--- src/rtl/mrc_pkg.sv ---
package mrc_pkg;

    parameter int unsigned XLEN = 32;
    parameter int unsigned NREG = 32;
    localparam int unsigned RIDX = $clog2(NREG);
    localparam int unsigned IMMW = 16;
    localparam int unsigned TGTW = 26;
    localparam int unsigned REGIONW = XLEN - TGTW - 2;

    localparam logic [5:0] OP_RTYPE = 6'd0;
    localparam logic [5:0] OP_JUMP  = 6'd2;
    localparam logic [5:0] OP_BEQ   = 6'd4;
    localparam logic [5:0] OP_BNE   = 6'd5;
    localparam logic [5:0] OP_ADDI  = 6'd8;
    localparam logic [5:0] OP_SLTI  = 6'd10;
    localparam logic [5:0] OP_ANDI  = 6'd12;
    localparam logic [5:0] OP_ORI   = 6'd13;
    localparam logic [5:0] OP_LUI   = 6'd15;
    localparam logic [5:0] OP_LW    = 6'd35;
    localparam logic [5:0] OP_SW    = 6'd43;

    localparam logic [5:0] FN_ADD = 6'd32;
    localparam logic [5:0] FN_SUB = 6'd34;
    localparam logic [5:0] FN_SLT = 6'd42;

    typedef enum logic [2:0] {
        ALU_ADD,
        ALU_SUB,
        ALU_SLT,
        ALU_AND,
        ALU_OR,
        ALU_PASSB
    } alu_op_e;

    typedef enum logic [1:0] {
        IMM_SEXT,
        IMM_ZEXT,
        IMM_UPPER
    } imm_kind_e;

    typedef struct packed {
        alu_op_e   alu_op;
        logic      use_imm;
        imm_kind_e imm_kind;
        logic      reg_we;
        logic      dst_rd;
        logic      mem_rd;
        logic      mem_wr;
        logic      br_eq;
        logic      br_ne;
        logic      jump;
    } ctrl_t;

    typedef struct packed {
        logic [XLEN-1:0] pc;
    } core_state_t;

endpackage

--- src/rtl/mrc_decode.sv ---
module mrc_decode
    import mrc_pkg::*;
(
    input  logic [31:0]     instr,
    output ctrl_t           ctrl,
    output logic [RIDX-1:0] rs_idx,
    output logic [RIDX-1:0] rt_idx,
    output logic [RIDX-1:0] wr_idx,
    output logic [XLEN-1:0] imm_ext,
    output logic [TGTW-1:0] tgt
);

    logic [5:0]      opcode;
    logic [5:0]      funct;
    logic [IMMW-1:0] imm16;
    logic [RIDX-1:0] rd_idx;

    assign opcode = instr[31:26];
    assign funct  = instr[5:0];
    assign imm16  = instr[IMMW-1:0];
    assign rs_idx = instr[25:21];
    assign rt_idx = instr[20:16];
    assign rd_idx = instr[15:11];
    assign tgt    = instr[TGTW-1:0];

    always_comb begin
        ctrl          = '0;
        ctrl.alu_op   = ALU_ADD;
        ctrl.imm_kind = IMM_SEXT;
        unique case (opcode)
            OP_RTYPE: begin
                ctrl.dst_rd = 1'b1;
                unique case (funct)
                    FN_ADD: begin ctrl.alu_op = ALU_ADD; ctrl.reg_we = 1'b1; end
                    FN_SUB: begin ctrl.alu_op = ALU_SUB; ctrl.reg_we = 1'b1; end
                    FN_SLT: begin ctrl.alu_op = ALU_SLT; ctrl.reg_we = 1'b1; end
                    default: ctrl.reg_we = 1'b0;
                endcase
            end
            OP_ADDI: begin
                ctrl.use_imm = 1'b1;
                ctrl.reg_we  = 1'b1;
            end
            OP_SLTI: begin
                ctrl.alu_op  = ALU_SLT;
                ctrl.use_imm = 1'b1;
                ctrl.reg_we  = 1'b1;
            end
            OP_ANDI: begin
                ctrl.alu_op   = ALU_AND;
                ctrl.use_imm  = 1'b1;
                ctrl.imm_kind = IMM_ZEXT;
                ctrl.reg_we   = 1'b1;
            end
            OP_ORI: begin
                ctrl.alu_op   = ALU_OR;
                ctrl.use_imm  = 1'b1;
                ctrl.imm_kind = IMM_ZEXT;
                ctrl.reg_we   = 1'b1;
            end
            OP_LUI: begin
                ctrl.alu_op   = ALU_PASSB;
                ctrl.use_imm  = 1'b1;
                ctrl.imm_kind = IMM_UPPER;
                ctrl.reg_we   = 1'b1;
            end
            OP_LW: begin
                ctrl.use_imm = 1'b1;
                ctrl.reg_we  = 1'b1;
                ctrl.mem_rd  = 1'b1;
            end
            OP_SW: begin
                ctrl.use_imm = 1'b1;
                ctrl.mem_wr  = 1'b1;
            end
            OP_BEQ:  ctrl.br_eq = 1'b1;
            OP_BNE:  ctrl.br_ne = 1'b1;
            OP_JUMP: ctrl.jump  = 1'b1;
            default: ctrl.reg_we = 1'b0;
        endcase
    end

    assign wr_idx = ctrl.dst_rd ? rd_idx : rt_idx;

    always_comb begin
        unique case (ctrl.imm_kind)
            IMM_ZEXT:  imm_ext = {{(XLEN-IMMW){1'b0}}, imm16};
            IMM_UPPER: imm_ext = {imm16, {(XLEN-IMMW){1'b0}}};
            default:   imm_ext = {{(XLEN-IMMW){imm16[IMMW-1]}}, imm16};
        endcase
    end

endmodule

--- src/rtl/mrc_regfile.sv ---
module mrc_regfile
    import mrc_pkg::*;
(
    input  logic            clk,
    input  logic            rst_n,
    input  logic [RIDX-1:0] ra_idx,
    input  logic [RIDX-1:0] rb_idx,
    output logic [XLEN-1:0] ra_val,
    output logic [XLEN-1:0] rb_val,
    input  logic            we,
    input  logic [RIDX-1:0] w_idx,
    input  logic [XLEN-1:0] w_val
);

    logic [XLEN-1:0] regs_d [NREG];
    logic [XLEN-1:0] regs_q [NREG];

    always_comb begin
        for (int i = 0; i < NREG; i++) begin
            regs_d[i] = regs_q[i];
        end
        if (we && (w_idx != '0)) begin
            regs_d[w_idx] = w_val;
        end
        regs_d[0] = '0;
    end

    always_ff @(posedge clk or negedge rst_n) begin
        if (!rst_n) begin
            for (int i = 0; i < NREG; i++) begin
                regs_q[i] <= '0;
            end
        end else begin
            for (int i = 0; i < NREG; i++) begin
                regs_q[i] <= regs_d[i];
            end
        end
    end

    assign ra_val = (ra_idx == '0) ? '0 : regs_q[ra_idx];
    assign rb_val = (rb_idx == '0) ? '0 : regs_q[rb_idx];

endmodule

--- src/rtl/mrc_alu.sv ---
module mrc_alu
    import mrc_pkg::*;
(
    input  alu_op_e         op,
    input  logic [XLEN-1:0] a,
    input  logic [XLEN-1:0] b,
    output logic [XLEN-1:0] y
);

    always_comb begin
        unique case (op)
            ALU_SUB:   y = a - b;
            ALU_SLT:   y = {{(XLEN-1){1'b0}}, ($signed(a) < $signed(b))};
            ALU_AND:   y = a & b;
            ALU_OR:    y = a | b;
            ALU_PASSB: y = b;
            default:   y = a + b;
        endcase
    end

endmodule

--- src/rtl/mrc_core.sv ---
module mrc_core
    import mrc_pkg::*;
(
    input  logic            clk,
    input  logic            rst_n,
    output logic [XLEN-3:0] imem_idx,
    input  logic [31:0]     imem_rdata,
    output logic [XLEN-1:0] dmem_addr,
    output logic [XLEN-1:0] dmem_wdata,
    output logic            dmem_we,
    output logic            dmem_re,
    input  logic [XLEN-1:0] dmem_rdata
);

    core_state_t     st_d;
    core_state_t     st_q;
    ctrl_t           ctrl;
    logic [RIDX-1:0] rs_idx;
    logic [RIDX-1:0] rt_idx;
    logic [RIDX-1:0] wr_idx;
    logic [XLEN-1:0] imm_ext;
    logic [TGTW-1:0] tgt;
    logic [XLEN-1:0] rs_val;
    logic [XLEN-1:0] rt_val;
    logic [XLEN-1:0] alu_b;
    logic [XLEN-1:0] alu_y;
    logic [XLEN-1:0] wb_val;
    logic [XLEN-1:0] pc_plus4;
    logic [XLEN-1:0] br_target;
    logic [XLEN-1:0] jmp_target;
    logic            br_taken;

    mrc_decode u_dec (
        .instr   (imem_rdata),
        .ctrl    (ctrl),
        .rs_idx  (rs_idx),
        .rt_idx  (rt_idx),
        .wr_idx  (wr_idx),
        .imm_ext (imm_ext),
        .tgt     (tgt)
    );

    mrc_regfile u_rf (
        .clk    (clk),
        .rst_n  (rst_n),
        .ra_idx (rs_idx),
        .rb_idx (rt_idx),
        .ra_val (rs_val),
        .rb_val (rt_val),
        .we     (ctrl.reg_we & rst_n),
        .w_idx  (wr_idx),
        .w_val  (wb_val)
    );

    assign alu_b = ctrl.use_imm ? imm_ext : rt_val;

    mrc_alu u_alu (
        .op (ctrl.alu_op),
        .a  (rs_val),
        .b  (alu_b),
        .y  (alu_y)
    );

    assign wb_val     = ctrl.mem_rd ? dmem_rdata : alu_y;
    assign dmem_addr  = alu_y;
    assign dmem_wdata = rt_val;
    assign dmem_we    = ctrl.mem_wr & rst_n;
    assign dmem_re    = ctrl.mem_rd & rst_n;

    assign pc_plus4   = st_q.pc + XLEN'(4);
    assign br_target  = pc_plus4 + {imm_ext[XLEN-3:0], 2'b00};
    assign jmp_target = {pc_plus4[XLEN-1:XLEN-REGIONW], tgt, 2'b00};
    assign br_taken   = (ctrl.br_eq && (rs_val == rt_val)) ||
                        (ctrl.br_ne && (rs_val != rt_val));

    always_comb begin
        st_d = st_q;
        if (ctrl.jump) begin
            st_d.pc = jmp_target;
        end else if (br_taken) begin
            st_d.pc = br_target;
        end else begin
            st_d.pc = pc_plus4;
        end
    end

    always_ff @(posedge clk or negedge rst_n) begin
        if (!rst_n) begin
            st_q <= '0;
        end else begin
            st_q <= st_d;
        end
    end

    assign imem_idx = st_q.pc[XLEN-1:2];

endmodule

--- config.mk ---
export PLATFORM = sky130hd
export DESIGN_NAME = mrc_core
export DESIGN_NICKNAME = d
export VERILOG_FILES = /design/src/rtl/mrc_pkg.sv /design/src/rtl/mrc_decode.sv /design/src/rtl/mrc_regfile.sv /design/src/rtl/mrc_alu.sv /design/src/rtl/mrc_core.sv
export SDC_FILE = /design/constraint.sdc
export NUM_CORES = 2
export LEC_CHECK = 0
export BUFFER_PORTS_ARGS = -buffer_cell sky130_fd_sc_hd__buf_2
export CORE_ASPECT_RATIO = 1.25
export CORE_MARGIN = 3
export CORE_UTILIZATION = 46
export CTS_CLUSTER_DIAMETER = 150
export DETAILED_ROUTE_END_ITERATION = 6
export PLACE_DENSITY = 0.61
export SLEW_MARGIN = 40
export SYNTH_ARGS = -nofsm -noshare
export SYNTH_HDL_FRONTEND = slang
export SYNTH_HIERARCHICAL = 1
export SYNTH_SLANG_ARGS = --single-unit
--- constraint.sdc ---
create_clock -name clk -period 9.4 [get_ports clk]
set_clock_uncertainty 0.1 [all_clocks]
set_input_delay 2.82 -clock clk [delete_from_list [all_inputs] [get_ports clk]]
set_output_delay 2.82 -clock clk [all_outputs]
set_load 0.005 [all_outputs]
### After elaboration in Yosys (flattened, before gate mapping)

Index checks and enable logic that the tools add are counted.

| cells by class | value |
|---|---|
| reduce and logical (&&, ||, !) cells | 13 |
| order comparisons | 5 |
| mux-type cells | 30 |
| bitwise gates (word level) | 8 |
| add/subtract/negate cells | 4 |
| equal/unequal tests | 22 |

Operators with widths:

| kind | count |
|---|---|
| bitwise mux 1024 bit | 1 |
| 2-to-1 mux 32 bit | 11 |
| binary-select mux 32 bit (select 5 bit) | 2 |
| demux 32 bit (select 5 bit) | 1 |
| one-hot mux 32 bit (5 select lines) | 1 |
| adder 32 bit | 2 |
| one-hot mux 32 bit (2 select lines) | 1 |
| adder 32 x 3 -> 32 bit (second input constant) | 1 |
| AND 32 bit | 1 |
| == test 32 bit | 1 |
| < comparator 32 bit | 1 |
| != test 32 bit | 1 |
| OR 32 bit | 1 |
| subtractor 32 bit | 1 |
| == test 6 x 4 -> 1 bit (second input constant) | 5 |
| == test 6 bit (second input constant) | 5 |
| greater-or-equal comparator 6 bit (second input constant) | 3 |
| inverter 5 -> 6 bit | 3 |
| one-hot mux 3 bit (5 select lines) | 1 |
| == test 6 x 3 -> 1 bit (second input constant) | 2 |
| zero test 5 bit | 2 |
| 2-to-1 mux 1 bit | 8 |
| one-hot mux 2 bit (2 select lines) | 2 |
| OR reduction 7 bit | 1 |
| 17 further kinds | 24 |

| storage, ports and cells | value |
|---|---|
| input port bits | 66 |
| output and inout bits | 96 |
| word-level logic and storage cells | 114 |
| bits in registers | 1024 |

### Depth between registers and ports, before layout

| depth | value |
|---|---|
| depth in word-level cells | 10 |
| depth in mapped cells | 26 |
| gate-level depth less buffers | 21 |

### By module

The synthesis kept the hierarchy.

Modules (own cells, without submodules):

| module | area each (sq um) | sequential area each (sq um) | cells an instance | instances |
|---|---|---|---|---|
| mrc_regfile | 53583.9 | 24823.8 | 3763 | 1 |
| mrc_alu | 5141.2 | 0.0 | 788 | 1 |
| mrc_core | 4775.8 | 750.7 | 582 | 1 |
| mrc_decode | 878.3 | 0.0 | 133 | 1 |

### Worst setup path before layout

Ideal clock, no wire load.

| path | value |
|---|---|
| path type | input to output |
| from | input port imem_rdata[16] |
| to | output port dmem_addr[30] |
| data arrival time | 6.986 ns |
| path buffers | 5 |
| stages on the path | 21 |
| required time | 6.480 ns |
| slack | -0.506 ns |
| cells stage by stage | buf_4 buf_6 buf_12 buf_2 mux4_2 mux2i_1 o32a_1 o221ai_1 mux2_2 inv_1 ha_1 buf_6 nor2b_4 o31a_1 o41ai_2 o21ai_2 a2111o_1 a311oi_2 nand3b_1 o211ai_1 a21boi_2 |

| between the ends | value |
|---|---|
| cells in the longest elaborated chain, start to end | 8 |
| elaborated cells between the ends (all ways) | 12 |
| those cells by class | 2 x add/sub; 6 x mux; 3 x bitwise; 1 x reduce/logical |

Ends and longest elaborated chain:

| item | line | text |
|---|---|---|
| start, declared | mrc_core.sv:7 | `input logic [31:0] imem_rdata,` |
| inverter 5 -> 6 bit (implied by the code) | mrc_regfile.sv:41 | `assign rb_val = (rb_idx == '0) ? '0 : regs_q[rb_idx];` |
| binary-select mux 32 bit (select 5 bit) | mrc_regfile.sv:41 |  |
| 2-to-1 mux 32 bit (implied by the code) (2 in series) | mrc_regfile.sv:41 |  |
| 2-to-1 mux 32 bit (*) | mrc_regfile.sv:41 |  |
| via dmem_wdata[2] | mrc_core.sv:9 | `output logic [XLEN-1:0] dmem_wdata,` |
| 2-to-1 mux 32 bit (*) | mrc_core.sv:55 | `assign alu_b = ctrl.use_imm ? imm_ext : rt_val;` |
| via alu_b[2] | mrc_core.sv:25 | `logic [XLEN-1:0] alu_b;` |
| adder 32 bit or subtractor 32 bit (tied branches) | mrc_alu.sv:17, mrc_alu.sv:12 |  |
| one-hot mux 32 bit (5 select lines) (*) | mrc_alu.sv:11 | `unique case (op)` |
| end, declared | mrc_core.sv:8 | `output logic [XLEN-1:0] dmem_addr,` |

Mark *: on every way through the listed nets, which the timed path passes. The rest lies on a longest branch. The select of a mux whose other input is x is not followed.

### Final worst setup path

| path | value |
|---|---|
| from | input port imem_rdata[16] |
| to | output port dmem_addr[29] |

| between the ends | value |
|---|---|
| cells in the longest elaborated chain, start to end | 8 |
| elaborated cells between the ends (all ways) | 12 |
| those cells by class | 2 x add/sub; 6 x mux; 3 x bitwise; 1 x reduce/logical |

Ends and longest elaborated chain:

| item | line |
|---|---|
| inverter 5 -> 6 bit (implied by the code) | mrc_regfile.sv:41 |
| binary-select mux 32 bit (select 5 bit) | mrc_regfile.sv:41 |
| 2-to-1 mux 32 bit (implied by the code) (2 in series) | mrc_regfile.sv:41 |
| 2-to-1 mux 32 bit (*) | mrc_regfile.sv:41 |
| 2-to-1 mux 32 bit (*) | mrc_core.sv:55 |
| via alu_b[9] | mrc_core.sv:25 |
| adder 32 bit or subtractor 32 bit (tied branches) | mrc_alu.sv:17, mrc_alu.sv:12 |
| one-hot mux 32 bit (5 select lines) (*) | mrc_alu.sv:11 |

Marks and branches as above.

==> qor.csv <==
metric;value;unit
reg2reg_to;u_rf/regs_q[311];
post-dp-hpwl;171;mm
crit_family;compound AO/OA/AOI/OAI gates;
dr.pass1.iters;6;
die_h;424;µm
ir_drop;0.000143;V
layout.nets;6137;
crit_chain;buf_16 -> buf_16 -> buf_8 -> mux4_2 -> mux2i_2 -> o32a_1 -> o221ai_4 -> mux2_4 -> inv_4 -> ha_4 -> or4_4 -> buf_4 -> nor2_4 -> o31ai_4 -> a31oi_4 -> and2_4 -> a31o_4 -> a31oi_4 -> o2bb2ai_2 -> a221oi_2 -> buf_4 -> buf_2;
reg2regPathDepth;22;
wire_per_inst;31.3;µm
grt_pass1_vias;51007;
grt_use_total;33.6;%
fin_crit;10.33;ns
syn_area_per_cell;12.2;µm²
drive_gt1_share;50.7;%
row_count;152;
maxCapViolCount;0;
final_antenna_net_count;0;
rsz0062_at_grt;yes;
drt_iter0_drc;4420;
io_buffers;161;
failed_checks;negative setup slack;
cp.depth;22;
r2r_start;u_rf/regs_q[774];
routed_via_density;6.40;
cts_tree;built;
yosys_warnings;6;
hold_class;reg2reg;
placed_area;73200;µm²
crit_end;dmem_addr[29];
status;finished, violations left;
p_per_area;168;nW/µm²
finalCritPeriodShare;110;%
grt_max_degree;142;
antenna_found_initial;9;
relSlewSlack;38.4;%
slew_viol_final;0;
core_area;138000;µm²
worst_slack;-0.926;ns
place_congestion;0.959;
r2r_slack;3.61;ns
vias;50330;
syn_inst;5263;
cts.path.max_buffers;3;
end_kind;output port;
post-place-ws;-1.19;ns
die_area;144000;µm²
cp.arrival;7.41;ns
hold_viol;0;
cp_slowest_stage_delay;0.53;ns
grt_pass1_wl;356;mm
syn2layout_area_growth;22.6;%
cts_sinks;1022;
start_kind;input pin;
clock_latency;0.77;ns
cpMaxStageDelayCell;or4_4;
start_util;46.6;%
syn-num-nets;5467;
crit_required;6.48;ns
grt-ovfl-total;0;
critPathLaunch;imem_rdata[16];
wirelength;246;mm
netlist_area;64400;µm²
setup_viol;27;
clock.fmax;96.8;MHz
p_leak;0.0367;µW
critPathKind;in2out;
post-route-drc-count;0;
post-route-cell-area;78900;µm²
critPathBufInv;7;
cts_buffers;105;
postCtsHoldBufs;0;
io_pins;162;
worst_pin_slew;0.920;ns
die_w;341;µm
critPathMaxFanout;7;
cts_root_buf;clkbuf_16;
htree_num_levels;3;
clkSlewWorstSetupHoldPaths;0.06;ns
[layer usage]
layer  global-route usage (%)  share of wire, %  up-vias
met5                        0                 0        -
met1                     42.7                39    26174
met3                     5.92               7.8      625
met4                     18.6               6.3        0
met2                     54.4                47     2424
li1                         -                 -    21107
[through the flow]
| step | hold WS (ns) | TNS [ns] | power, µW | util, % | cells |
|---|---|---|---|---|---|
| final | 0.421 | -17.23 | 13200 | 57.1 | 7869 |
| after global routing | 0.435 | -20.02 | 13800 | 57.1 | 7863 |
| after floorplan | 0.388 | -3.17 | 7160 | - | 5263 |
| after detailed placement | 0.411 | -22.46 | 8610 | 53.0 | 7603 |
| after CTS | 0.425 | -15.24 | 13200 | 56.5 | 7837 |
| after global placement | 0.401 | -21.96 | 8550 | 52.7 | 7586 |
[power by group]
group / total, µW / internal (µW) / switching, µW
Clock: 4450 / 2540 / 1910
Combinational: 3710 / 1700 / 2010
Sequential: 5070 / 4760 / 316
Total: 13200 / 9000 / 4240
[layout by cell type (no fill, tap or decap), types with 16 or more instances in the layout]
master / n
xnor2_1: 59
xor2_1: 21
clkbuf_16: 108
a21oi_1: 210
mux2_2: 1111
clkbuf_1: 18
a21o_1: 48
buf_6: 40
buf_2: 149
mux2i_1: 169
clkbuf_8: 24
nor3_1: 61
a221oi_1: 54
o21ai_0: 100
and3_1: 21
nor2_1: 145
ha_1: 115
buf_12: 85
o21ai_2: 16
o21a_1: 17
nand4_1: 27
nor2_4: 19
o32a_1: 20
nand2_1: 287
dfrtp_1: 1022
a221oi_2: 16
mux4_2: 389
o211ai_1: 53
mux2_4: 19
buf_16: 24
inv_1: 123
a21oi_2: 21
nand3_1: 68
buf_4: 765
nor2b_1: 70
a22oi_1: 33
[flip-flops by register name, summed over array words and instances (netlist names)]
name         count
u_rf/regs_q    992
st_q            30
[worst min-delay path by stage]
stage,slack (ns),cells after the start,start,end
final,0.42,1,u_rf/regs_q[827],u_rf/regs_q[827]
after detailed placement,0.41,1,u_rf/regs_q[827],u_rf/regs_q[827]
after CTS,0.42,1,u_rf/regs_q[827],u_rf/regs_q[827]
after global routing,0.44,1,u_rf/regs_q[392],u_rf/regs_q[392]
after floorplan,0.39,1,u_rf/regs_q[816],u_rf/regs_q[816]
after global placement,0.40,1,u_rf/regs_q[811],u_rf/regs_q[811]
[what timing repair did]
action,4_1_cts,5_1_grt
cloned,7,2
buffers inserted,38,25
endpoints found under the setup margin,28,28
pin swaps,40,60
gates resized for setup,148,117
[final cells by class]
cell class | count | area (µm²)
Antenna cell | 6 | 15.0
Multi-Input combinational cell | 3590 | 37200
Timing Repair Buffer | 1079 | 9610
Tap cell | 1848 | 2310
Clock buffer | 148 | 3050
Inverter | 135 | 523
Clock inverter | 41 | 576
Fill cell | 11481 | 59200
Sequential cell | 1022 | 25600
Note: power is estimated with default switching activity, not from simulation.
